### src/rtl/ssv_pkg.sv
package ssv_pkg;

  typedef enum logic [1:0] {
    KIND_ROM    = 2'd0,
    KIND_RAM    = 2'd1,
    KIND_FORBID = 2'd2
  } bank_kind_e;

endpackage

### src/rtl/ssv_bank_classify.sv
module ssv_bank_classify
  import ssv_pkg::*;
#(
  parameter int unsigned BANK_W = 8,
  parameter logic [BANK_W-1:0] HOLE_LO = 8'h60,
  parameter logic [BANK_W-1:0] HOLE_HI = 8'h6F,
  parameter logic [BANK_W-1:0] RAM_LO  = 8'h70,
  parameter logic [BANK_W-1:0] RAM_HI  = 8'h73
) (
  input  logic [BANK_W-1:0] bank,
  output bank_kind_e        kind
);

  logic in_hole;
  logic in_ram;
  logic above_ram;

  assign in_hole   = (bank >= HOLE_LO) && (bank <= HOLE_HI);
  assign in_ram    = (bank >= RAM_LO) && (bank <= RAM_HI);
  assign above_ram = (bank > RAM_HI);

  always_comb begin
    if (in_hole || above_ram) kind = KIND_FORBID;
    else if (in_ram)          kind = KIND_RAM;
    else                      kind = KIND_ROM;
  end

endmodule

### src/rtl/ssv_cache_window.sv
module ssv_cache_window #(
  parameter int unsigned ADDR_W    = 16,
  parameter int unsigned WIN_BYTES = 512
) (
  input  logic              cache_on,
  input  logic [ADDR_W-1:0] cache_base,
  input  logic [ADDR_W-1:0] pc,
  output logic              hit
);

  localparam int unsigned EXT_W = ADDR_W + 1;
  localparam logic [EXT_W-1:0] WIN_EXT = EXT_W'(WIN_BYTES);

  logic [EXT_W-1:0] lo_ext;
  logic [EXT_W-1:0] hi_ext;
  logic [EXT_W-1:0] pc_ext;

  assign lo_ext = {1'b0, cache_base};
  assign hi_ext = lo_ext + WIN_EXT;
  assign pc_ext = {1'b0, pc};
  assign hit    = cache_on && (pc_ext >= lo_ext) && (pc_ext < hi_ext);

endmodule

### src/rtl/ssv_gate_decide.sv
module ssv_gate_decide
  import ssv_pkg::*;
(
  input  logic       cache_hit,
  input  bank_kind_e kind,
  input  logic       ram_en,
  input  logic       rom_en,
  output logic       permit
);

  always_comb begin
    if (cache_hit) begin
      permit = 1'b1;
    end else begin
      unique case (kind)
        KIND_FORBID: permit = 1'b0;
        KIND_RAM:    permit = ram_en;
        KIND_ROM:    permit = rom_en;
        default:     permit = 1'b0;
      endcase
    end
  end

endmodule

### src/rtl/ssv_start_gate.sv
module ssv_start_gate
  import ssv_pkg::*;
#(
  parameter int unsigned BANK_W    = 8,
  parameter int unsigned ADDR_W    = 16,
  parameter int unsigned WIN_BYTES = 512
) (
  input  logic              clk,
  input  logic              rst_n,
  input  logic              go_req,
  input  logic [BANK_W-1:0] prg_bank,
  input  logic [ADDR_W-1:0] prg_pc,
  input  logic              mode_ram_en,
  input  logic              mode_rom_en,
  input  logic              cache_on,
  input  logic [ADDR_W-1:0] cache_base,
  input  logic              irq_set,
  output logic              start_ok,
  output logic              start_reject,
  output logic              go_flag,
  output logic              irq_pending,
  output logic [BANK_W-1:0] exec_bank,
  output logic [ADDR_W-1:0] exec_pc
);

  bank_kind_e kind;
  logic       win_hit;
  logic       permit;
  logic       take;

  ssv_bank_classify #(.BANK_W(BANK_W)) u_class (
    .bank (prg_bank),
    .kind (kind)
  );

  ssv_cache_window #(.ADDR_W(ADDR_W), .WIN_BYTES(WIN_BYTES)) u_win (
    .cache_on   (cache_on),
    .cache_base (cache_base),
    .pc         (prg_pc),
    .hit        (win_hit)
  );

  ssv_gate_decide u_dec (
    .cache_hit (win_hit),
    .kind      (kind),
    .ram_en    (mode_ram_en),
    .rom_en    (mode_rom_en),
    .permit    (permit)
  );

  assign take = go_req && permit;

  // Verdict pulses, one cycle after the request
  always_ff @(posedge clk or negedge rst_n) begin
    if (!rst_n) begin
      start_ok     <= 1'b0;
      start_reject <= 1'b0;
    end else begin
      start_ok     <= take;
      start_reject <= go_req && !permit;
    end
  end

  // Running flag follows each verdict
  always_ff @(posedge clk or negedge rst_n) begin
    if (!rst_n)      go_flag <= 1'b0;
    else if (go_req) go_flag <= permit;
  end

  // Start point captured only on a permitted start
  always_ff @(posedge clk or negedge rst_n) begin
    if (!rst_n) begin
      exec_bank <= '0;
      exec_pc   <= '0;
    end else if (take) begin
      exec_bank <= prg_bank;
      exec_pc   <= prg_pc;
    end
  end

  // Interrupt flag: clear on start wins over set
  always_ff @(posedge clk or negedge rst_n) begin
    if (!rst_n)       irq_pending <= 1'b0;
    else if (take)    irq_pending <= 1'b0;
    else if (irq_set) irq_pending <= 1'b1;
  end

endmodule

### config.mk
export PLATFORM = sky130hd
export DESIGN_NAME = ssv_start_gate
export DESIGN_NICKNAME = d
export VERILOG_FILES = /design/src/rtl/ssv_pkg.sv /design/src/rtl/ssv_bank_classify.sv /design/src/rtl/ssv_cache_window.sv /design/src/rtl/ssv_gate_decide.sv /design/src/rtl/ssv_start_gate.sv
export SDC_FILE = /design/constraint.sdc
export NUM_CORES = 1
export LEC_CHECK = 0
export BUFFER_PORTS_ARGS = -buffer_cell sky130_fd_sc_hd__buf_2
export CAP_MARGIN = 10
export CORE_MARGIN = 2
export CORE_UTILIZATION = 45
export DETAILED_ROUTE_END_ITERATION = 8
export PLACE_DENSITY = 0.86
export SLEW_MARGIN = 30
export SYNTH_ARGS = -nofsm -noshare
export SYNTH_HDL_FRONTEND = slang
export SYNTH_HIERARCHICAL = 1
export SYNTH_SLANG_ARGS = --single-unit
export TNS_END_PERCENT = 100
### constraint.sdc
create_clock -name clk -period 0.8 [get_ports clk]
set_input_delay 0.16 -clock clk [delete_from_list [all_inputs] [get_ports clk]]
set_output_delay 0.16 -clock clk [all_outputs]
set_load 0.01 [all_outputs]
==> results of run 1 <==
[flip-flops by register name, indices dropped and copies added (netlist names)]
name          flops
start_ok          1
irq_pending       1
exec_pc          16
exec_bank         8
start_reject      1
go_flag           1
[power groups by stage]
stage | sequential (mW) | combinational [mW] | clock [mW]
finish | 1.98 | 2.31 | 0.725
global route | 2.02 | 2.53 | 0.779
CTS | 1.95 | 2.20 | 0.742
detailed placement | 1.99 | 1.88 | 0
global placement | 1.97 | 1.79 | 0
floorplan | 2.14 | 0.857 | 0
[placed cells by master (no fill, tap or decap), types with 2 or more instances in the layout]
cell,synthesis,routed
a21oi_1,10,9
buf_12,0,3
buf_2,0,66
buf_4,0,44
buf_6,2,7
clkbuf_8,0,3
dfrtp_1,28,28
ha_1,24,22
ha_4,0,2
inv_1,20,16
inv_2,0,3
mux2_2,7,7
mux2_4,17,17
nand2_1,5,5
nand2b_1,2,2
nand3_1,6,5
nand4_1,2,2
nor2_1,2,2
o21ai_1,1,4
xnor2_1,5,5
[timing repair]
item | CTS | global route
endpoints found under the setup margin | 56 | 56
hold buffers | 1 | 0
setup buffers | 14 | 3
endpoints found under the hold margin | 28 | 0
resized for setup | 10 | 6
pin swaps | 4 | 2
[final cells by class]
| type | instances | area [um^2] |
|---|---|---|
| Fill cell | 272 | 1130 |
| Sequential cell | 28 | 701 |
| Inverter | 20 | 87.6 |
| Tap cell | 50 | 62.6 |
| Clock buffer | 3 | 41.3 |
| Multi-Input combinational cell | 106 | 1090 |
| Timing Repair Buffer | 122 | 825 |
[worst reg2reg max path: cells and delay by family, from the launching register on]
| kind | cells | cell delay [ns] |
|---|---|---|
| flip-flops | 1 | 0.41 |
| multiplexers | 1 | 0.25 |
| buffers and inverters | 1 | 0.14 |
[worst max path at each step]
stage | slack [ns] | end
2_1_floorplan | -1.50 | exec_pc[0]$_DFFE_PN0P_
3_3_place_gp | -1.76 | exec_pc[4]$_DFFE_PN0P_
3_5_place_dp | -1.84 | exec_pc[4]$_DFFE_PN0P_
4_1_cts | -1.44 | exec_pc[13]$_DFFE_PN0P_
5_1_grt | -1.54 | exec_bank[4]$_DFFE_PN0P_
6_report | -1.46 | exec_pc[13]$_DFFE_PN0P_
[cell usage after synthesis, types with 2 or more instances]
cell type,instances,area (um^2)
a21oi_1,10,50.1
buf_6,2,22.5
dfrtp_1,28,701
ha_1,24,300
inv_1,20,75.1
mux2_2,7,78.8
mux2_4,17,255
nand2_1,5,18.8
nand2b_1,2,12.5
nand3_1,6,30.0
nand4_1,2,12.5
nor2_1,2,7.51
nor3_1,2,10.0
o21ai_0,5,25.0
xnor2_1,5,43.8
[routing by layer]
| metal | up-vias | routed length [um] | GRT usage |
|---|---|---|---|
| met3 | 4 | 252 | 0.0250 |
| met1 | 802 | 1910 | 0.247 |
| met5 | - | 0 | 0 |
| met2 | 57 | 2540 | 0.415 |
| li1 | 803 | - | - |
| met4 | 0 | 49 | 0.0893 |
[through the flow]
step                hold WS (ns)  area (um^2)
floorplan                 -0.136         1890
global placement           0.116         2550
detailed placement         0.118         2550
CTS                        0.108         2750
global route               0.127         2810
finish                     0.111         2810
[cells by family (layout without fill, tap and decap cells)]
family,Yosys count,count (layout),share of synthesized area
flip-flops,28,28,0.387
XOR/XNOR,5,5,0.0242
buffers and inverters,22,145,0.0539
AO/OA/AOI/OAI,27,27,0.0995
AND/OR/NAND/NOR,25,25,0.0801
adder cells (fa/ha/maj),24,24,0.166
multiplexers,25,25,0.190
==> flow_metrics.py, run 1 <==
metrics = {
    "status": {
        "status": "finished, violations left",
        "violations": "setup timing",
    },
    "drt": {
        "vias": 1666,
        "route.detailed.drc": 0,
        "wl_per_cell_um": 14.4,
        "vias_per_cell": 5.06,
        "wl_mm": 4.75,
        "first_pass_iters": 4,
        "antenna_left": 0,
        "drtIter0Drc": 112,
    },
    "floorplanning": {
        "ioPinCount": 75,
        "start_util": 0.460,
        "core_area_um2": 3940,
        "die-height_um": 67.5,
        "die_x_um": 67.5,
        "placementRows": 23,
        "die-area_um2": 4550,
    },
    "timing": {
        "setup_ws_ns": -1.46,
        "period_share": 2.82,
        "layout_min_cycle_time_ns": 2.26,
        "fin_skew_ns": 0,
        "tightest_slew_ns": 0.411,
        "rsz0062_at_grt": "yes",
        "max_freq_mhz": 443,
        "drv_slew": 0,
        "setup_viol": 56,
        "fin_setup_tns_ns": -43.33,
        "hold_violations": 0,
        "slew_headroom": 0.723,
    },
    "pwr": {
        "internal_power_mw": 3.50,
        "swShare": 0.302,
        "ir_drop_mv": 0.715,
        "combPwrFrac": 0.461,
        "power_frac_seq": 0.394,
        "p_total_mw": 5.01,
        "powerDensity_nw_per_um2": 1780,
        "power.share.clock": 0.145,
        "p_sw_mw": 1.51,
        "p_leak_nw": 1.53,
    },
    "place": {
        "numPortBuffers": 74,
        "dp_cells": 308,
        "post-place-ws_ns": -1.84,
        "place_hpwl_mm": 3.75,
        "gp_congestion": 0.836,
    },
    "final_layout": {
        "diodes": 0,
        "drive_gt1_frac": 0.584,
        "fin_cells": 329,
        "area_growth_pct": 55.0,
        "num-nets-final": 352,
        "final_util": 0.712,
    },
    "synth": {
        "synth_cell_types": 34,
        "synth_area_per_cell_um2": 11.6,
        "ys_seq_area_frac": 0.387,
        "synth-main-ff-cell": "dfrtp_1",
        "async_reset_ff_frac": 1.00,
        "ys_warn_count": 6,
        "synth_seq_cells": 28,
        "netlist_area_um2": 1810,
        "syn_inst": 156,
        "synth_nets": 227,
        "synth_edf_count": 0,
    },
    "global_route": {
        "grt_max_degree": 29,
        "grt_pass1_wl_mm": 7.54,
        "grt_use_total": 0.219,
        "overflow": 0,
        "grt_antenna_before_repair": 0,
        "first_global_vias": 1737,
    },
    "worst_hold_path": {
        "whs_endpoint": "irq_pending$_DFFE_PN0P_",
        "hp-class": "input port to flop",
        "worstHoldPathCells": 2,
        "holdCritStartpoint": "irq_set",
    },
    "critical_path": {
        "cp_max_fo": 11,
        "cp_data_required_time_ns": 0.96,
        "critPathMaxStageDelay_ns": 0.30,
        "r2r_slack_ns": -0.10,
        "ff2ff_path_depth": 2,
        "crit_chain": "buf_8, inv_12, nor3_4, nand3_2, xnor2_1, ha_1, a21o_1, a21oi_1, o21ai_1, a31oi_1, o41a_1, o21bai_4, nand2_4, buf_12, mux2_4",
        "r2r_start": "exec_pc[7]$_DFFE_PN0P_",
        "critPathCaptureType": "flop",
        "crit_family": "compound AO/OA/AOI/OAI gates",
        "startpoint": "cache_base[12]",
        "crit_slowest_cell": "ha_1",
        "cp.depth": 15,
        "worst-path-buf-inv": 3,
        "startpoint_type": "input port",
        "crit_arrival_ns": 2.41,
        "critical_path_class": "input port to flop",
        "r2r-end": "exec_pc[7]$_DFFE_PN0P_",
    },
    "clock_network": {
        "cts_tree": "yes",
        "cts.clk_slew.worst_paths_ns": 0.09,
        "cts_buffer_depth": 2,
        "cts_root_buf": "clkbuf_8",
        "clk_latency_ns": 0.26,
        "clock-sinks": 28,
        "numCtsBuffers": 3,
        "htreeDepth": 1,
    },
    "job": {
        "maxCapViolations": 0,
    },
}
Power figures use the tool's default switching activity.
==> inputs of run 2 (changes only) <==
Settings changed: CELL_PAD_IN_SITES_DETAIL_PLACEMENT set to 1, CELL_PAD_IN_SITES_GLOBAL_PLACEMENT set to 2, CORE_UTILIZATION 45 to 29, PLACE_DENSITY 0.86 to 0.89.
==> run 2 against run 1 <==
The run still ends with setup timing left. Sequential cell count unchanged. Clock-buffer cell count up 1. Clock skew unchanged. Combinational power up 4%. Design area up 7.0%. Total power up 4.8%. Utilization down 21 points.
==> flow_metrics.py, run 2 (synthesized netlist as in run 1, its figures left out) <==
metrics = {
    "place": {
        "place_hpwl_mm": 4.33,
        "placed_cell_area_um2": 2680,
        "gp_congestion": 0.797,
        "numPortBuffers": 74,
    },
    "global_route": {
        "grt_max_degree": 23,
        "grt_antenna_before_repair": 0,
        "grt_use_total": 0.149,
        "grt_pass1_wl_mm": 8.56,
        "first_global_vias": 1862,
        "overflow": 0,
    },
    "critical_path": {
        "cp_data_required_time_ns": 0.96,
        "startpoint_type": "input port",
        "crit_arrival_ns": 2.49,
        "crit_chain": "buf_8, inv_6, nor3_4, nand3_2, xnor2_2, ha_1, a21o_1, a21oi_1, o21ai_1, a31oi_1, o41a_1, o21bai_4, nand2_4, clkbuf_16, mux2_4",
        "critPathCaptureType": "flop",
        "critical_path_class": "input port to flop",
        "crit_slowest_cell": "ha_1",
        "cp_max_fo": 5,
        "critPathMaxStageDelay_ns": 0.31,
    },
    "timing": {
        "rsz0062_at_grt": "yes",
        "fin_setup_tns_ns": -45.37,
        "hold_violations": 0,
        "tightest_slew_ns": 0.467,
        "drv_slew": 0,
        "period_share": 2.90,
        "slew_headroom": 0.686,
        "fin_skew_ns": 0,
        "max_freq_mhz": 430,
        "layout_min_cycle_time_ns": 2.32,
        "setup_viol": 56,
        "setup_ws_ns": -1.52,
    },
    "drt": {
        "drtIter0Drc": 18,
        "vias": 1708,
        "antenna_left": 0,
        "vias_per_cell": 4.59,
        "wl_mm": 5.31,
        "first_pass_iters": 2,
        "wl_per_cell_um": 14.3,
        "route.detailed.drc": 0,
    },
    "final_layout": {
        "design_area_um2": 3000,
        "largest_register_ffs": 16,
        "mostFrequentLayoutCells": "66 x buf_2, 60 x buf_4, 28 x dfrtp_1",
        "reg.largest.list": "exec_pc (16), exec_bank (8)",
        "drive_gt1_frac": 0.616,
        "num-nets-final": 369,
        "regMostFlops": "exec_pc",
        "diodes": 0,
        "area_growth_pct": 65.8,
        "final_common_cell": "buf_2",
    },
    "clock_network": {
        "clk_latency_ns": 0.27,
        "numCtsBuffers": 3,
        "cts_root_buf": "clkbuf_8",
        "clock-sinks": 28,
        "htreeDepth": 1,
        "cts_tree": "yes",
        "cts_buffer_depth": 2,
        "cts.clk_slew.worst_paths_ns": 0.09,
    },
    "pwr": {
        "power_frac_seq": 0.376,
        "powerDensity_nw_per_um2": 1750,
        "p_sw_mw": 1.57,
        "ir_drop_mv": 1.02,
        "power.share.clock": 0.165,
        "swShare": 0.299,
        "internal_power_mw": 3.68,
        "p_leak_nw": 1.64,
        "combPwrFrac": 0.459,
    },
    "floorplanning": {
        "core_area_um2": 5990,
        "die-area_um2": 6900,
        "die-height_um": 83.0,
        "ioPinCount": 75,
        "die_x_um": 83.0,
        "start_util": 0.302,
        "placementRows": 28,
    },
    "worst_hold_path": {
        "hp-class": "input port to flop",
    },
    "status": {
        "violations": "setup timing",
        "status": "finished, violations left",
    },
    "job": {
        "maxCapViolations": 0,
    },
}
-- run 2: cell count changes in the layout (fill, tap and decap cells not counted), sizes merged --
cell / change
buf: +16
clkbuf: +2
-- run 2: worst max-delay path: cells and delay by family --
kind / cells / cell delay (ns)
AOI/OAI and AO/OA: 6 / 0.85
and+or+nand+nor: 3 / 0.42
adders and majority gates: 1 / 0.31
buffers and inverters: 3 / 0.30
muxes: 1 / 0.29
xor gates and xnor gates: 1 / 0.16
-- run 2: stage by stage --
step                      setup WS [ns]  std cells   util  power, mW  hold WS, ns
final                             -1.52        372  0.501       5.25        0.107
after global routing              -1.64        372  0.501       5.58       0.0883
after CTS                         -1.47        366  0.486       5.17        0.105
after detailed placement          -1.85        346  0.448       3.95       0.0178
after global placement            -1.78        346  0.448       3.86       0.0115
after floorplan                   -1.50        156      -       3.00       -0.136
-- run 2: area by class of cell --
cell class,instances,area [um^2]
fill,704,2990
multi-input combinational,106,1090
timing repair buffer,139,973
sequential,28,701
tap,75,93.8
inverter,20,92.6
clock buffer,4,55.1
-- run 2: layer usage --
layer  part of all wire  vias up  wire length, um  GRT usage
li1                   -      848                -          -
met1               0.41      818             2160      0.179
met2               0.55       40             2950      0.287
met3              0.034        2              182     0.0109
met4             0.0051        0               27     0.0358
met5                  0        -                0          0
-- run 2: what timing repair did --
item,in CTS,in global routing
buffers inserted,15,5
hold buffers,1,0
resized for setup,13,7
gates cloned,0,1
endpoints found under the setup margin,56,56
hold endpoints to repair,28,0
pin swaps,6,7
-- run 2: path summary, 6_finish.rpt --
check                                    startpoint                        to  slack (ns)  cells past startpoint
max                                  cache_base[11]    exec_pc[2]$_DFFE_PN0P_       -1.52                     15
min                                         irq_set   irq_pending$_DFFE_PN0P_        0.11                      2
max reg2reg                  exec_pc[0]$_DFFE_PN0P_    exec_pc[0]$_DFFE_PN0P_       -0.10                      2
min reg2reg                exec_bank[7]$_DFFE_PN0P_  exec_bank[7]$_DFFE_PN0P_        0.51                      1
max in group asynchronous                     rst_n  exec_bank[5]$_DFFE_PN0P_        0.16                      3
min in group asynchronous                     rst_n    exec_pc[5]$_DFFE_PN0P_        0.26                      2
-- run 2: power groups by stage --
stage / Combinational (mW) / Sequential (mW) / Clock, mW
2_1_floorplan: 0.857 / 2.14 / 0
3_3_place_gp: 1.88 / 1.97 / 0
3_5_place_dp: 1.95 / 1.99 / 0
4_1_cts: 2.31 / 1.96 / 0.896
5_1_grt: 2.61 / 2.02 / 0.953
6_report: 2.41 / 1.97 / 0.868
==> inputs of run 3 (changes only) <==
Settings changed: BUFFER_PORTS_ARGS -buffer_cell sky130_fd_sc_hd__buf_2 to not set, CORE_UTILIZATION 29 to 38, DONT_BUFFER_PORTS set to 1, MAX_ROUTING_LAYER set to met4, PLACE_DENSITY 0.89 to 0.88.
==> run 3 against run 2 <==
Worst hold slack got worse by 0.54 ns. Highest routed layer unchanged. Clock power is 1% lower. Die area decreased by 23%. The run ends with hold timing, setup timing left. Total power is 0.39% higher. Sequential share of layout area increased by 4.2 points. Final cell count shrank 27%. Non-clock buffer count is 80 lower. Register-to-register slack barely moved. Largest power group unchanged. Critical path depth decreased by 1. Via count fell by 17%. Critical endpoint is now exec_bank[0]$_DFFE_PN0P_.
==> flow_metrics.py, run 3 (synthesized netlist as in run 1, its figures left out) <==
metrics = {
    "status": {
        "status": "finished, violations left",
        "violations": "hold timing, setup timing",
    },
    "clock_network": {
        "cts_tree": "yes",
        "cts_root_buf": "clkbuf_8",
        "htreeDepth": 1,
        "clock-sinks": 28,
        "clk_latency_ns": 0.27,
        "hold_buffers": 1,
        "numCtsBuffers": 3,
        "cts.clk_slew.worst_paths_ns": 0.09,
        "cts_buffer_depth": 2,
    },
    "pwr": {
        "p_total_mw": 5.27,
        "powerDensity_nw_per_um2": 2070,
        "p_leak_nw": 1.31,
        "ir_drop_mv": 0.864,
    },
    "place": {
        "dp_cells": 249,
        "place_hpwl_mm": 3.93,
        "gp_congestion": 0.827,
        "numPortBuffers": 0,
        "post-place-ws_ns": -1.67,
    },
    "final_layout": {
        "nFillCells": 490,
        "largest_register_ffs": 16,
        "drive_gt1_frac": 0.456,
        "num-nets-final": 289,
        "fin_cells": 271,
        "regMostFlops": "exec_pc",
        "reg.largest.list": "exec_pc (16), exec_bank (8)",
        "mostFrequentLayoutCells": "31 x buf_4, 28 x dfrtp_1, 25 x buf_6",
        "final_common_cell": "buf_4",
        "diodes": 0,
        "area_growth_pct": 40.7,
    },
    "job": {
        "maxCapViolations": 0,
    },
    "timing": {
        "rsz0062_at_grt": "yes",
        "layout_min_cycle_time_ns": 2.23,
        "setup_ws_ns": -1.43,
        "slew_headroom": 0.726,
        "setup_viol": 56,
        "fin_skew_ns": 0,
        "drv_slew": 0,
        "hold_slack_ns": -0.432,
        "tightest_slew_ns": 0.407,
        "hold_violations": 28,
        "max_freq_mhz": 449,
        "fin_setup_tns_ns": -42.18,
        "period_share": 2.78,
    },
    "floorplanning": {
        "ioPinCount": 75,
        "core_area_um2": 4660,
        "die_x_um": 73.1,
        "placementRows": 25,
        "die-area_um2": 5340,
        "start_util": 0.389,
        "die-height_um": 73.1,
    },
    "drt": {
        "antenna_left": 0,
        "wl_mm": 4.89,
        "vias": 1415,
        "first_pass_iters": 4,
        "drtIter0Drc": 19,
        "route.detailed.drc": 0,
        "wl_per_cell_um": 18.0,
        "vias_per_cell": 5.22,
    },
    "critical_path": {
        "startpoint_type": "input port",
        "r2r_start": "exec_pc[1]$_DFFE_PN0P_",
        "crit_slowest_cell": "mux2_4",
        "ff2ff_path_depth": 2,
        "critPathCaptureType": "flop",
        "cp_data_required_time_ns": 0.96,
        "critical_path_class": "input port to flop",
        "r2r_slack_ns": -0.11,
        "critPathMaxStageDelay_ns": 0.30,
        "crit_chain": "inv_12, nor3_4, nand3_1, xnor2_1, ha_1, a21o_1, a21oi_2, o21ai_1, a31oi_1, o41a_1, o21bai_4, nand2_4, buf_12, mux2_4",
        "crit_arrival_ns": 2.39,
        "r2r-end": "exec_pc[1]$_DFFE_PN0P_",
        "crit_family": "compound AO/OA/AOI/OAI gates",
        "worst-path-buf-inv": 2,
        "cp_max_fo": 14,
    },
    "global_route": {
        "grt_pass1_wl_mm": 7.83,
        "overflow": 0,
        "first_global_vias": 1655,
        "grt_max_degree": 29,
        "grt_use_total": 0.198,
        "grt_antenna_before_repair": 0,
    },
    "worst_hold_path": {
        "hp-class": "input port to async pin",
    },
}
-- run 3: changes by cell type in the layout (fill, tap and decap cells not counted), sizes merged --
cell / change
buf: -79
clkbuf: -1
-- run 3: through the flow --
stage	hold WS, ns	cell area [um^2]	utilization
global placement	-0.135	2260	0.484
CTS	-0.431	2530	0.542
finish	-0.432	2550	0.547
floorplan	-0.136	1890	-
global route	-0.446	2550	0.547
detailed placement	-0.135	2260	0.484
-- run 3: power breakdown --
group          internal, mW  switching [mW]  total, mW
clock network         0.440           0.417      0.858
registers              1.77           0.275       2.05
logic                  1.56           0.804       2.37
-- run 3: what timing repair did --
action | 4_1_cts | 5_1_grt
buffers inserted | 14 | 3
gates resized for setup | 27 | 0
pin swaps | 8 | 2
endpoints found under the hold margin | 29 | 28
endpoints found under the setup margin | 56 | 56
-- run 3: worst max path at each step --
stage	start	to	slack [ns]	cells after the start
after floorplan	cache_base[13]	exec_pc[0]$_DFFE_PN0P_	-1.50	14
after global placement	cache_base[9]	exec_bank[4]$_DFFE_PN0P_	-1.58	11
after detailed placement	cache_base[11]	exec_pc[10]$_DFFE_PN0P_	-1.67	14
after CTS	cache_base[12]	exec_bank[0]$_DFFE_PN0P_	-1.33	14
after global routing	cache_base[12]	exec_pc[7]$_DFFE_PN0P_	-1.56	14
final	cache_base[12]	exec_bank[0]$_DFFE_PN0P_	-1.43	14
-- run 3: per-layer routing --
metal,wire length (um),global-route usage
met1,1770,0.207
met2,2770,0.371
met3,281,0.0345
met4,75,0.0638
met5,0,-
-- run 3: final cells by class --
cell class / count / area (um^2) / share of cell area
clock buffers: 4 / 55.1 / 0.0216
inverters: 20 / 90.1 / 0.0353
multi-input cells: 106 / 1070 / 0.421
flip-flops and latches: 28 / 701 / 0.275
well taps: 54 / 67.6 / 0.0265
repair buffers: 59 / 564 / 0.221
